## config.mk

```make
export PLATFORM = sky130hd
export DESIGN_NAME = manual_wake_detector
export DESIGN_NICKNAME = d
export VERILOG_FILES = /design/src/rtl/mwd_pkg.sv /design/src/rtl/mwd_sync.sv /design/src/rtl/mwd_fsm.sv /design/src/rtl/mwd_class.sv /design/src/rtl/manual_wake_detector.sv
export SDC_FILE = /design/constraint.sdc
export NUM_CORES = 1
export LEC_CHECK = 0
export BUFFER_PORTS_ARGS = -buffer_cell sky130_fd_sc_hd__clkbuf_2
export CAP_MARGIN = 10
export CORE_UTILIZATION = 40
export CTS_BUF_LIST = sky130_fd_sc_hd__clkbuf_4
export DETAILED_ROUTE_END_ITERATION = 6
export SLEW_MARGIN = 5
export SYNTH_ARGS = -nofsm -noshare
export SYNTH_HDL_FRONTEND = slang
export SYNTH_HIERARCHICAL = 1
export SYNTH_SLANG_ARGS = --single-unit
```

## constraint.sdc

```tcl
create_clock -name clk -period 2.65 [get_ports clk]
set_input_delay 0.265 -clock clk [delete_from_list [all_inputs] [get_ports clk]]
set_output_delay 0.265 -clock clk [all_outputs]
set_load 0.01 [all_outputs]
```

## src/rtl/mwd_pkg.sv

```systemverilog
package mwd_pkg;
    typedef enum logic [1:0] {
        ST_IDLE      = 2'd0,
        ST_OBSERVE   = 2'd1,
        ST_HELD      = 2'd2,
        ST_RELEASING = 2'd3
    } mwd_state_e;
endpackage

```

## src/rtl/mwd_sync.sv

```systemverilog
module mwd_sync #(
    parameter int STAGES = 2
) (
    input  logic clk,
    input  logic rst_n,
    input  logic din,
    output logic dout
);
    logic [STAGES-1:0] chain_q;

    generate
        for (genvar g = 0; g < STAGES; g++) begin : g_stage
            if (g == 0) begin : g_first
                always_ff @(posedge clk or negedge rst_n) begin
                    if (!rst_n) chain_q[0] <= 1'b0;
                    else        chain_q[0] <= din;
                end
            end else begin : g_next
                always_ff @(posedge clk or negedge rst_n) begin
                    if (!rst_n) chain_q[g] <= 1'b0;
                    else        chain_q[g] <= chain_q[g-1];
                end
            end
        end
    endgenerate

    assign dout = chain_q[STAGES-1];
endmodule

```

## src/rtl/mwd_fsm.sv

```systemverilog
module mwd_fsm
    import mwd_pkg::*;
#(
    parameter int HIGH_MS   = 20,
    parameter int WINDOW_MS = 30,
    parameter int LOW_MS    = 20
) (
    input  logic clk,
    input  logic rst_n,
    input  logic tick,
    input  logic sample,
    output logic ev_start,
    output logic ev_valid,
    output logic ev_release,
    output logic in_press,
    output logic latched
);
    localparam int HI_W  = $clog2(HIGH_MS + 1);
    localparam int WIN_W = $clog2(WINDOW_MS + 1);
    localparam int LO_W  = $clog2(LOW_MS + 1);

    mwd_state_e state_q, state_d;
    logic [HI_W-1:0]  hi_cnt_q;
    logic [WIN_W-1:0] win_cnt_q;
    logic [LO_W-1:0]  lo_cnt_q;
    logic [HI_W-1:0]  hi_next;
    logic [WIN_W-1:0] win_next;
    logic [LO_W-1:0]  lo_next;
    logic             ev_reject;

    assign hi_next  = hi_cnt_q + HI_W'(sample);
    assign win_next = win_cnt_q + WIN_W'(1);
    assign lo_next  = lo_cnt_q + LO_W'(1);

    always_comb begin
        ev_start   = tick && (state_q == ST_IDLE) && sample;
        ev_valid   = tick && (state_q == ST_OBSERVE) && (hi_next == HI_W'(HIGH_MS));
        ev_reject  = tick && (state_q == ST_OBSERVE) && !ev_valid
                     && (win_next == WIN_W'(WINDOW_MS));
        ev_release = tick && (state_q == ST_RELEASING) && !sample
                     && (lo_next == LO_W'(LOW_MS));
    end

    always_comb begin
        state_d = state_q;
        unique case (state_q)
            ST_IDLE:      if (ev_start) state_d = ST_OBSERVE;
            ST_OBSERVE:   if (ev_valid) state_d = ST_HELD;
                          else if (ev_reject) state_d = ST_IDLE;
            ST_HELD:      if (tick && !sample) state_d = ST_RELEASING;
            ST_RELEASING: if (tick && sample) state_d = ST_HELD;
                          else if (ev_release) state_d = ST_IDLE;
            default:      state_d = ST_IDLE;
        endcase
    end

    always_ff @(posedge clk or negedge rst_n) begin
        if (!rst_n) state_q <= ST_IDLE;
        else        state_q <= state_d;
    end

    always_ff @(posedge clk or negedge rst_n) begin
        if (!rst_n) begin
            hi_cnt_q  <= '0;
            win_cnt_q <= '0;
            lo_cnt_q  <= '0;
        end else if (tick) begin
            unique case (state_q)
                ST_IDLE: if (sample) begin
                    hi_cnt_q  <= HI_W'(1);
                    win_cnt_q <= WIN_W'(1);
                end
                ST_OBSERVE: begin
                    hi_cnt_q  <= hi_next;
                    win_cnt_q <= win_next;
                end
                ST_HELD: if (!sample) lo_cnt_q <= LO_W'(1);
                ST_RELEASING: lo_cnt_q <= sample ? '0 : lo_next;
                default: ;
            endcase
        end
    end

    always_comb begin
        in_press = (state_q != ST_IDLE);
        latched  = (state_q == ST_HELD) || (state_q == ST_RELEASING);
    end

    AST_HI_WITHIN_WINDOW: assert property (@(posedge clk) disable iff (!rst_n)
        (state_q == ST_OBSERVE) |-> (int'(hi_cnt_q) <= int'(win_cnt_q)));
    AST_MOVES_ON_TICK: assert property (@(posedge clk) disable iff (!rst_n)
        !tick |=> $stable(state_q));
endmodule

```

## src/rtl/mwd_class.sv

```systemverilog
module mwd_class (
    input  logic clk,
    input  logic rst_n,
    input  logic ev_start,
    input  logic ev_valid,
    input  logic ev_release,
    input  logic in_press,
    input  logic latched,
    input  logic cfg_busy,
    input  logic gate_n,
    output logic wake_pulse,
    output logic held_active,
    output logic release_pulse,
    output logic cfg_abort
);
    logic cls_cfg_q, cls_wake_q, wake_q, rel_q;

    always_ff @(posedge clk or negedge rst_n) begin
        if (!rst_n) begin
            cls_cfg_q  <= 1'b0;
            cls_wake_q <= 1'b0;
            wake_q     <= 1'b0;
            rel_q      <= 1'b0;
        end else begin
            wake_q <= 1'b0;
            rel_q  <= ev_release && cls_wake_q;
            if (ev_start) begin
                cls_cfg_q  <= cfg_busy;
                cls_wake_q <= 1'b0;
            end
            if (ev_valid) begin
                cls_wake_q <= !cls_cfg_q && gate_n;
                wake_q     <= !cls_cfg_q && gate_n;
            end
        end
    end

    always_comb begin
        wake_pulse    = wake_q;
        release_pulse = rel_q;
        held_active   = latched && cls_wake_q;
        cfg_abort     = in_press && cls_cfg_q;
    end

    AST_WAKE_SINGLE: assert property (@(posedge clk) disable iff (!rst_n)
        wake_pulse |=> !wake_pulse);
    AST_WAKE_HOLDS: assert property (@(posedge clk) disable iff (!rst_n)
        wake_pulse |-> held_active);
    AST_WAKE_POWER_OFF: assert property (@(posedge clk) disable iff (!rst_n)
        wake_pulse |-> $past(gate_n));
    AST_RELEASE_DROPS: assert property (@(posedge clk) disable iff (!rst_n)
        release_pulse |-> !held_active);
    AST_ABORT_EXCLUSIVE: assert property (@(posedge clk) disable iff (!rst_n)
        cfg_abort |-> (!held_active && !wake_pulse && !release_pulse));
endmodule

```

## src/rtl/manual_wake_detector.sv

```systemverilog
module manual_wake_detector #(
    parameter int SYNC_STAGES = 2,
    parameter int HIGH_MS     = 20,
    parameter int WINDOW_MS   = 30,
    parameter int LOW_MS      = 20
) (
    input  logic clk,
    input  logic rst_n,
    input  logic tick_ms,
    input  logic btn_raw,
    input  logic cfg_busy,
    input  logic gate_n,
    output logic wake_pulse,
    output logic held_active,
    output logic release_pulse,
    output logic cfg_abort
);
    logic btn_s, ev_start, ev_valid, ev_release, in_press, latched;

    mwd_sync #(.STAGES(SYNC_STAGES)) u_sync (
        .clk(clk), .rst_n(rst_n), .din(btn_raw), .dout(btn_s)
    );

    mwd_fsm #(.HIGH_MS(HIGH_MS), .WINDOW_MS(WINDOW_MS), .LOW_MS(LOW_MS)) u_fsm (
        .clk(clk), .rst_n(rst_n), .tick(tick_ms), .sample(btn_s),
        .ev_start(ev_start), .ev_valid(ev_valid), .ev_release(ev_release),
        .in_press(in_press), .latched(latched)
    );

    mwd_class u_class (
        .clk(clk), .rst_n(rst_n),
        .ev_start(ev_start), .ev_valid(ev_valid), .ev_release(ev_release),
        .in_press(in_press), .latched(latched),
        .cfg_busy(cfg_busy), .gate_n(gate_n),
        .wake_pulse(wake_pulse), .held_active(held_active),
        .release_pulse(release_pulse), .cfg_abort(cfg_abort)
    );
endmodule

```

==> results of run 1 <==
[worst paths after layout]
path / start / to / slack (ps) / depth (start not counted)
worst max-delay path: u_sync/dout / u_class/cls_wake_q / 740 / 6
worst min-delay path: btn_raw / u_sync/chain_q[0] / 50 / 1
worst max register to register: u_sync/dout / u_class/cls_wake_q / 740 / 6
worst min register to register: u_sync/chain_q[0] / u_sync/dout / 360 / 0
max in group asynchronous: rst_n / u_fsm/win_cnt_q[2] / 1800 / 2
min in group asynchronous: rst_n / u_sync/dout / 470 / 2
[final cells by class]
| type | count | area (µm²) | share of cell area [%] |
|---|---|---|---|
| clock buffers | 3 | 22.5 | 1.67 |
| clock inverters | 1 | 5.00 | 0.371 |
| inverters | 7 | 26.3 | 1.95 |
| multi-input cells | 96 | 626 | 46.4 |
| flip-flops and latches | 23 | 576 | 42.7 |
| well taps | 31 | 38.8 | 2.88 |
| repair buffers | 10 | 55.1 | 4.08 |
[repair_timing]
| action | 4_1_cts | 5_1_grt |
|---|---|---|
| hold endpoints to repair | 23 | 0 |
| hold buffers | 1 | 0 |
| gates resized for setup | 0 | 0 |
[worst max-delay path: cells and delay by family, from the launching register on]
kind	cells	cell delay [ps]
simple gates	2	400
flops	1	470
fa+ha+maj	2	500
compound gates	2	450
[synthesized netlist by cell type (2+ instances only)]
cell type,instances,area (µm²)
nor2b_1,3,18.8
a21oi_1,5,25.0
nand2_1,16,60.1
nand3b_1,2,15.0
and2_1,2,12.5
and2_2,2,15.0
buf_2,3,15.0
o21ai_0,12,60.1
nor4b_1,2,17.5
dfrtp_1,23,576
o21ai_1,2,10.0
ha_1,6,75.1
a31oi_1,2,12.5
xor2_1,5,43.8
inv_1,6,22.5
nor2_1,7,26.3
nor3_1,2,10.0
nand3_1,7,35.0
o211ai_1,2,15.0
nand2b_1,2,12.5
[power groups by stage]
stage          Sequential, W  Combinational, W  Clock [W]
2_1_floorplan       0.000505          0.000262          0
6_report            0.000533          0.000311   0.000166
3_3_place_gp        0.000536          0.000303          0
3_5_place_dp        0.000539          0.000313          0
5_1_grt             0.000550          0.000356   0.000184
4_1_cts             0.000533          0.000316   0.000173
[routing by layer]
layer	global-route usage, %	vias up
met2	26.9	21
met5	0	-
li1	-	478
met4	8.16	0
met3	2.23	4
met1	21.4	475
[per-stage QoR]
stage               worst slack, ps  utilization [%]
finish                          745             47.3
global route                    596             47.3
CTS                             739             47.3
detailed placement              770             46.0
global placement                823             46.0
floorplan                       931                -
[logic make-up (layout without fill, tap and decap cells)]
group	count (synthesis)	count (layout)	synth area share, %
simple gates	52	52	22.1
compound gates	32	32	17.4
flops	23	23	46.2
buf+inv	11	21	3.61
fa+ha+maj	6	6	6.02
xor+xnor	5	5	3.51
mux	1	1	1.20
[state kept, by name (all words and copies together), names as in the netlist]
signal / cells
u_fsm/hi_cnt_q: 5
u_fsm/lo_cnt_q: 5
u_class/release_pulse: 1
u_sync/chain_q: 1
u_class/cls_wake_q: 1
u_fsm/state_q: 2
u_sync/dout: 1
u_fsm/win_cnt_q: 5
u_class/wake_pulse: 1
u_class/cls_cfg_q: 1
[layout by cell type (no fill, tap or decap), types with 3 or more instances in the layout]
cell,synthesis,final
dfrtp_1,23,23
nand2_1,16,16
o21ai_0,12,12
clkbuf_2,0,9
nor2_1,7,7
nand3_1,7,7
inv_1,6,6
ha_1,6,6
xor2_1,5,5
a21oi_1,5,5
clkbuf_4,0,3
nor2b_1,3,3
==> results.toml, run 1 <==
[pwr]
finalPower_w = 0.00101
p_int_w = 0.000640
p_comb_share_pct = 30.8
leakage_nw = 0.630
swShare_pct = 36.6
seq_power_share_pct = 52.8
clkPwrFrac_pct = 16.4
power.density_nw_per_um2 = 748
power_switching_w = 0.000369
ir_drop_mv = 0.428

[final_layout]
drive_above_1_share_pct = 15.0
fillCellCount = 260
final_area_um2 = 1350
final_nets = 153
antenna_cells = 0
stdcell_count = 171
syn2layout_area_growth_pct = 8.23

[placed_design]
dp_hpwl_um = 1750
dp_cells = 166
routabilityCongestion = 0.799
placed_area_um2 = 1310
place.port_buffers = 9

[logic_synthesis]
netlist_instances = 130
synth_edf_count = 0
synth_warnings = 6
synth_fp_nets = 142
ys_seq_elements = 23
ys_async_sr_fraction_pct = 100
syn-cell-area_um2 = 1250
yosysSeqAreaShare_pct = 46.2
syn_avg_cell_area_um2 = 9.59
ys.flop_type = "dfrtp_1"
yosysUniqueCellTypes = 39

[worst_setup_path]
crit_chain = "ha_1 > ha_1 > nor4b_1 > o2111a_1 > nand2_1 > o32ai_2"
cp.arrival_ps = 2140
cp_max_fo = 6
cpMaxStageDelayCell = "dfrtp_1"
critPathKind = "flip-flop to flip-flop"
cp-start-kind = "flip-flop"
cpMostUsedCell = "ha_1"
cp-end-kind = "flip-flop"
critPathMaxStageDelay_ps = 470
cp_data_required_time_ps = 2890

[floorplan]
io_pins = 10
die_h_um = 57.8
fp.dieArea_um2 = 3340
design.core.area_um2 = 2850
rows = 19
die_w_um = 57.8
start_util_pct = 43.7

[clock_network]
cts-htree-levels = 1
cts_buffers = 3
cts_buffer_depth = 2
cts_tree = "built"
cts.clk_slew.worst_paths_ps = 130
cts_setup_buffers = 0
clkLatencyLatePin_ps = 310
clockRootBuffer = "clkbuf_4"
clock_sinks = 23

[detailed_routing]
routed_via_density = 5.72
drc = 0
routed_wl_um = 2430
wl_met3_um = 70
vias = 978
first_iter_violations = 36
wl_met2_um = 1150
drt.antenna.violating_nets = 0
highest_layer = "met4"
drtPass1Iterations = 4
wl_per_cell_um = 14.2
met1_length_um = 1170

[grt]
grt_overflow = 0
track_usage_pct = 16.4
antenna_found_initial = 0
grt_start_max_net_pins = 24
grt_pass1_wl_um = 4130
grt_pass1_vias = 921

[min_path]
hp-class = "input port to flip-flop"

[sta]
finalCritPeriodShare_pct = 71.9
max-slew-margin-rel_pct = 60.2
fin_worst_skew_ps = 6.02
tightest_slew_ps = 596
period_needed_ps = 1910
setup-violations-final = 0
fmax_mhz = 525
maxSlewViolCount = 0
hold_ws_ps = 48.3
setup_tns_ps = 0
hold_viol_final = 0
rsz0062_at_grt = "false"

[outcome]
status = "finished clean"

[job]
drv_cap = 0
No activity file was read; power rests on OpenSTA's default activity.
==> inputs of run 2 (changes only) <==
clock period = 1.89 ns   (was 2.65 ns; I/O delays follow)
==> results.toml, run 2 (same netlist as run 1, synthesis figures left out) <==
[outcome]
status = "finished clean"

[final_layout]
stdcell_count = 174
fillCellCount = 274
mostFrequentLayoutCell = "dfrtp_1"
final_cell_mix = "dfrtp_1 (23), nand2_1 (16), o21ai_0 (12)"
reg.largest.list = "u_fsm/hi_cnt_q: 5 flops, u_fsm/lo_cnt_q: 5 flops, u_fsm/win_cnt_q: 5 flops"
drive_above_1_share_pct = 17.5
final_util_pct = 48.5
antenna_cells = 0
syn2layout_area_growth_pct = 11.0
final_nets = 156

[worst_setup_path]
cpMaxStageDelayCell = "dfrtp_1"
critPathKind = "flip-flop to flip-flop"
cp-start-kind = "flip-flop"
critPathMaxStageDelay_ps = 400
cpMostUsedCell = "ha_1"
crit_chain = "ha_1 > ha_1 > nor4b_2 > o2111a_2 > nand2_1 > o32ai_2"
regToRegSetupSlack_ps = 170
cp.depth = 6
r2r-start = "u_sync/dout"
cp-end-kind = "flip-flop"
cp_max_fo = 5
cp_data_required_time_ps = 2110
critPathTopFamily = "adder cells"
r2r_cells = 6
reg2reg_to = "u_class/cls_wake_q"
crit_buf_inv = 0
crit_start = "u_sync/dout"
cp.arrival_ps = 1950
crit_path_end = "u_class/cls_wake_q"

[clock_network]
cts_buffer_depth = 2
cts.clk_slew.worst_paths_ps = 120
cts-htree-levels = 1
cts_setup_buffers = 0
clkLatencyLatePin_ps = 300
cts_buffers = 3
clock_sinks = 23
clockRootBuffer = "clkbuf_4"
cts_tree = "built"

[pwr]
ir_drop_mv = 0.647
p_int_w = 0.000926
seq_power_share_pct = 51.6
power_switching_w = 0.000519
p_comb_share_pct = 31.8
power.density_nw_per_um2 = 1040
clkPwrFrac_pct = 16.6
leakage_nw = 0.640
swShare_pct = 35.9

[sta]
setup_tns_ps = 0
fmax_mhz = 580
setup-violations-final = 0
maxSlewViolCount = 0
rsz0062_at_grt = "false"
fin_worst_skew_ps = 4.48
tightest_slew_ps = 577
max-slew-margin-rel_pct = 61.5
period_needed_ps = 1720
finalCritPeriodShare_pct = 91.3
hold_viol_final = 0

[job]
drv_cap = 0

[floorplan]
io_pins = 10
fp.dieArea_um2 = 3340
die_h_um = 57.8
rows = 19
start_util_pct = 43.7
die_w_um = 57.8
design.core.area_um2 = 2850

[detailed_routing]
wl_per_cell_um = 13.6
drtPass1Iterations = 4
routed_wl_um = 2370
drc = 0
vias = 945
routed_via_density = 5.43
drt.antenna.violating_nets = 0
first_iter_violations = 36

[grt]
grt_start_max_net_pins = 24
grt_pass1_vias = 934
track_usage_pct = 16.9
antenna_found_initial = 0
grt_overflow = 0
grt_pass1_wl_um = 4330

[placed_design]
place.port_buffers = 9
dp_hpwl_um = 1690
dp_cells = 168
routabilityCongestion = 0.805

[min_path]
hp-class = "input port to flip-flop"
-- run 2: changes by cell type in the layout (fill, tap and decap cells not counted), sizes merged --
cell,change
clkbuf,+1
buf,+2
clkinv,-1
dlygate4sd3,+1
-- run 2: what timing repair did --
| action | in CTS | in global routing |
|---|---|---|
| hold buffers | 2 | 0 |
| gates resized for setup | 0 | 2 |
| endpoints found under the hold margin | 24 | 0 |
| endpoints found under the setup margin | 0 | 3 |
-- run 2: worst min-delay path: cells and delay by family --
kind | cells | cell delay (ps)
simple gates | 2 | 120
buf+inv | 1 | 80
-- run 2: stage by stage --
stage	setup slack [ps]	power [W]	hold WS, ps	area (µm²)
after CTS	56.4	0.00146	86.3	1380
after global routing	42.7	0.00158	93.2	1380
final	165	0.00145	105	1380
after floorplan	171	0.00107	-107	1250
after global placement	139	0.00119	212	1330
after detailed placement	78.5	0.00120	217	1330
-- run 2: metal layers --
metal  global-route usage [%]  wire (µm)  part of all wire (%)  vias to the layer above
li1                         -          -                     -                      485
met5                        0          0                     0                        -
met1                     25.6       1210                    51                      437
met3                     2.01         69                   2.9                        2
met2                     24.5       1070                    45                       21
met4                     7.14         17                  0.72                        0
-- run 2: worst min-delay path by stage --
stage	end	cells after the start	slack, ps	start
after detailed placement	u_fsm/hi_cnt_q[1]	1	220	rst_n
after global routing	u_class/cls_cfg_q	2	90	cfg_busy
final	u_class/wake_pulse	3	110	gate_n
after floorplan	u_class/cls_cfg_q	0	-110	rst_n
after global placement	u_fsm/hi_cnt_q[1]	1	210	rst_n
after CTS	u_class/wake_pulse	3	90	gate_n
-- run 2: power by group through the flow --
stage | Combinational (W) | Clock, W | Sequential, W
after detailed placement | 0.000450 | 0 | 0.000753
final | 0.000459 | 0.000240 | 0.000746
after floorplan | 0.000367 | 0 | 0.000708
after CTS | 0.000455 | 0.000259 | 0.000744
after global placement | 0.000436 | 0 | 0.000749
after global routing | 0.000525 | 0.000278 | 0.000772
-- run 2: final cells by class --
class / count / area, µm² / area share (%)
Inverter: 7 / 26.3 / 1.90
Tap cell: 31 / 38.8 / 2.80
Multi-Input combinational cell: 96 / 633 / 45.8
Sequential cell: 23 / 576 / 41.6
Timing Repair Buffer: 13 / 80.1 / 5.79
Clock buffer: 4 / 30.0 / 2.17
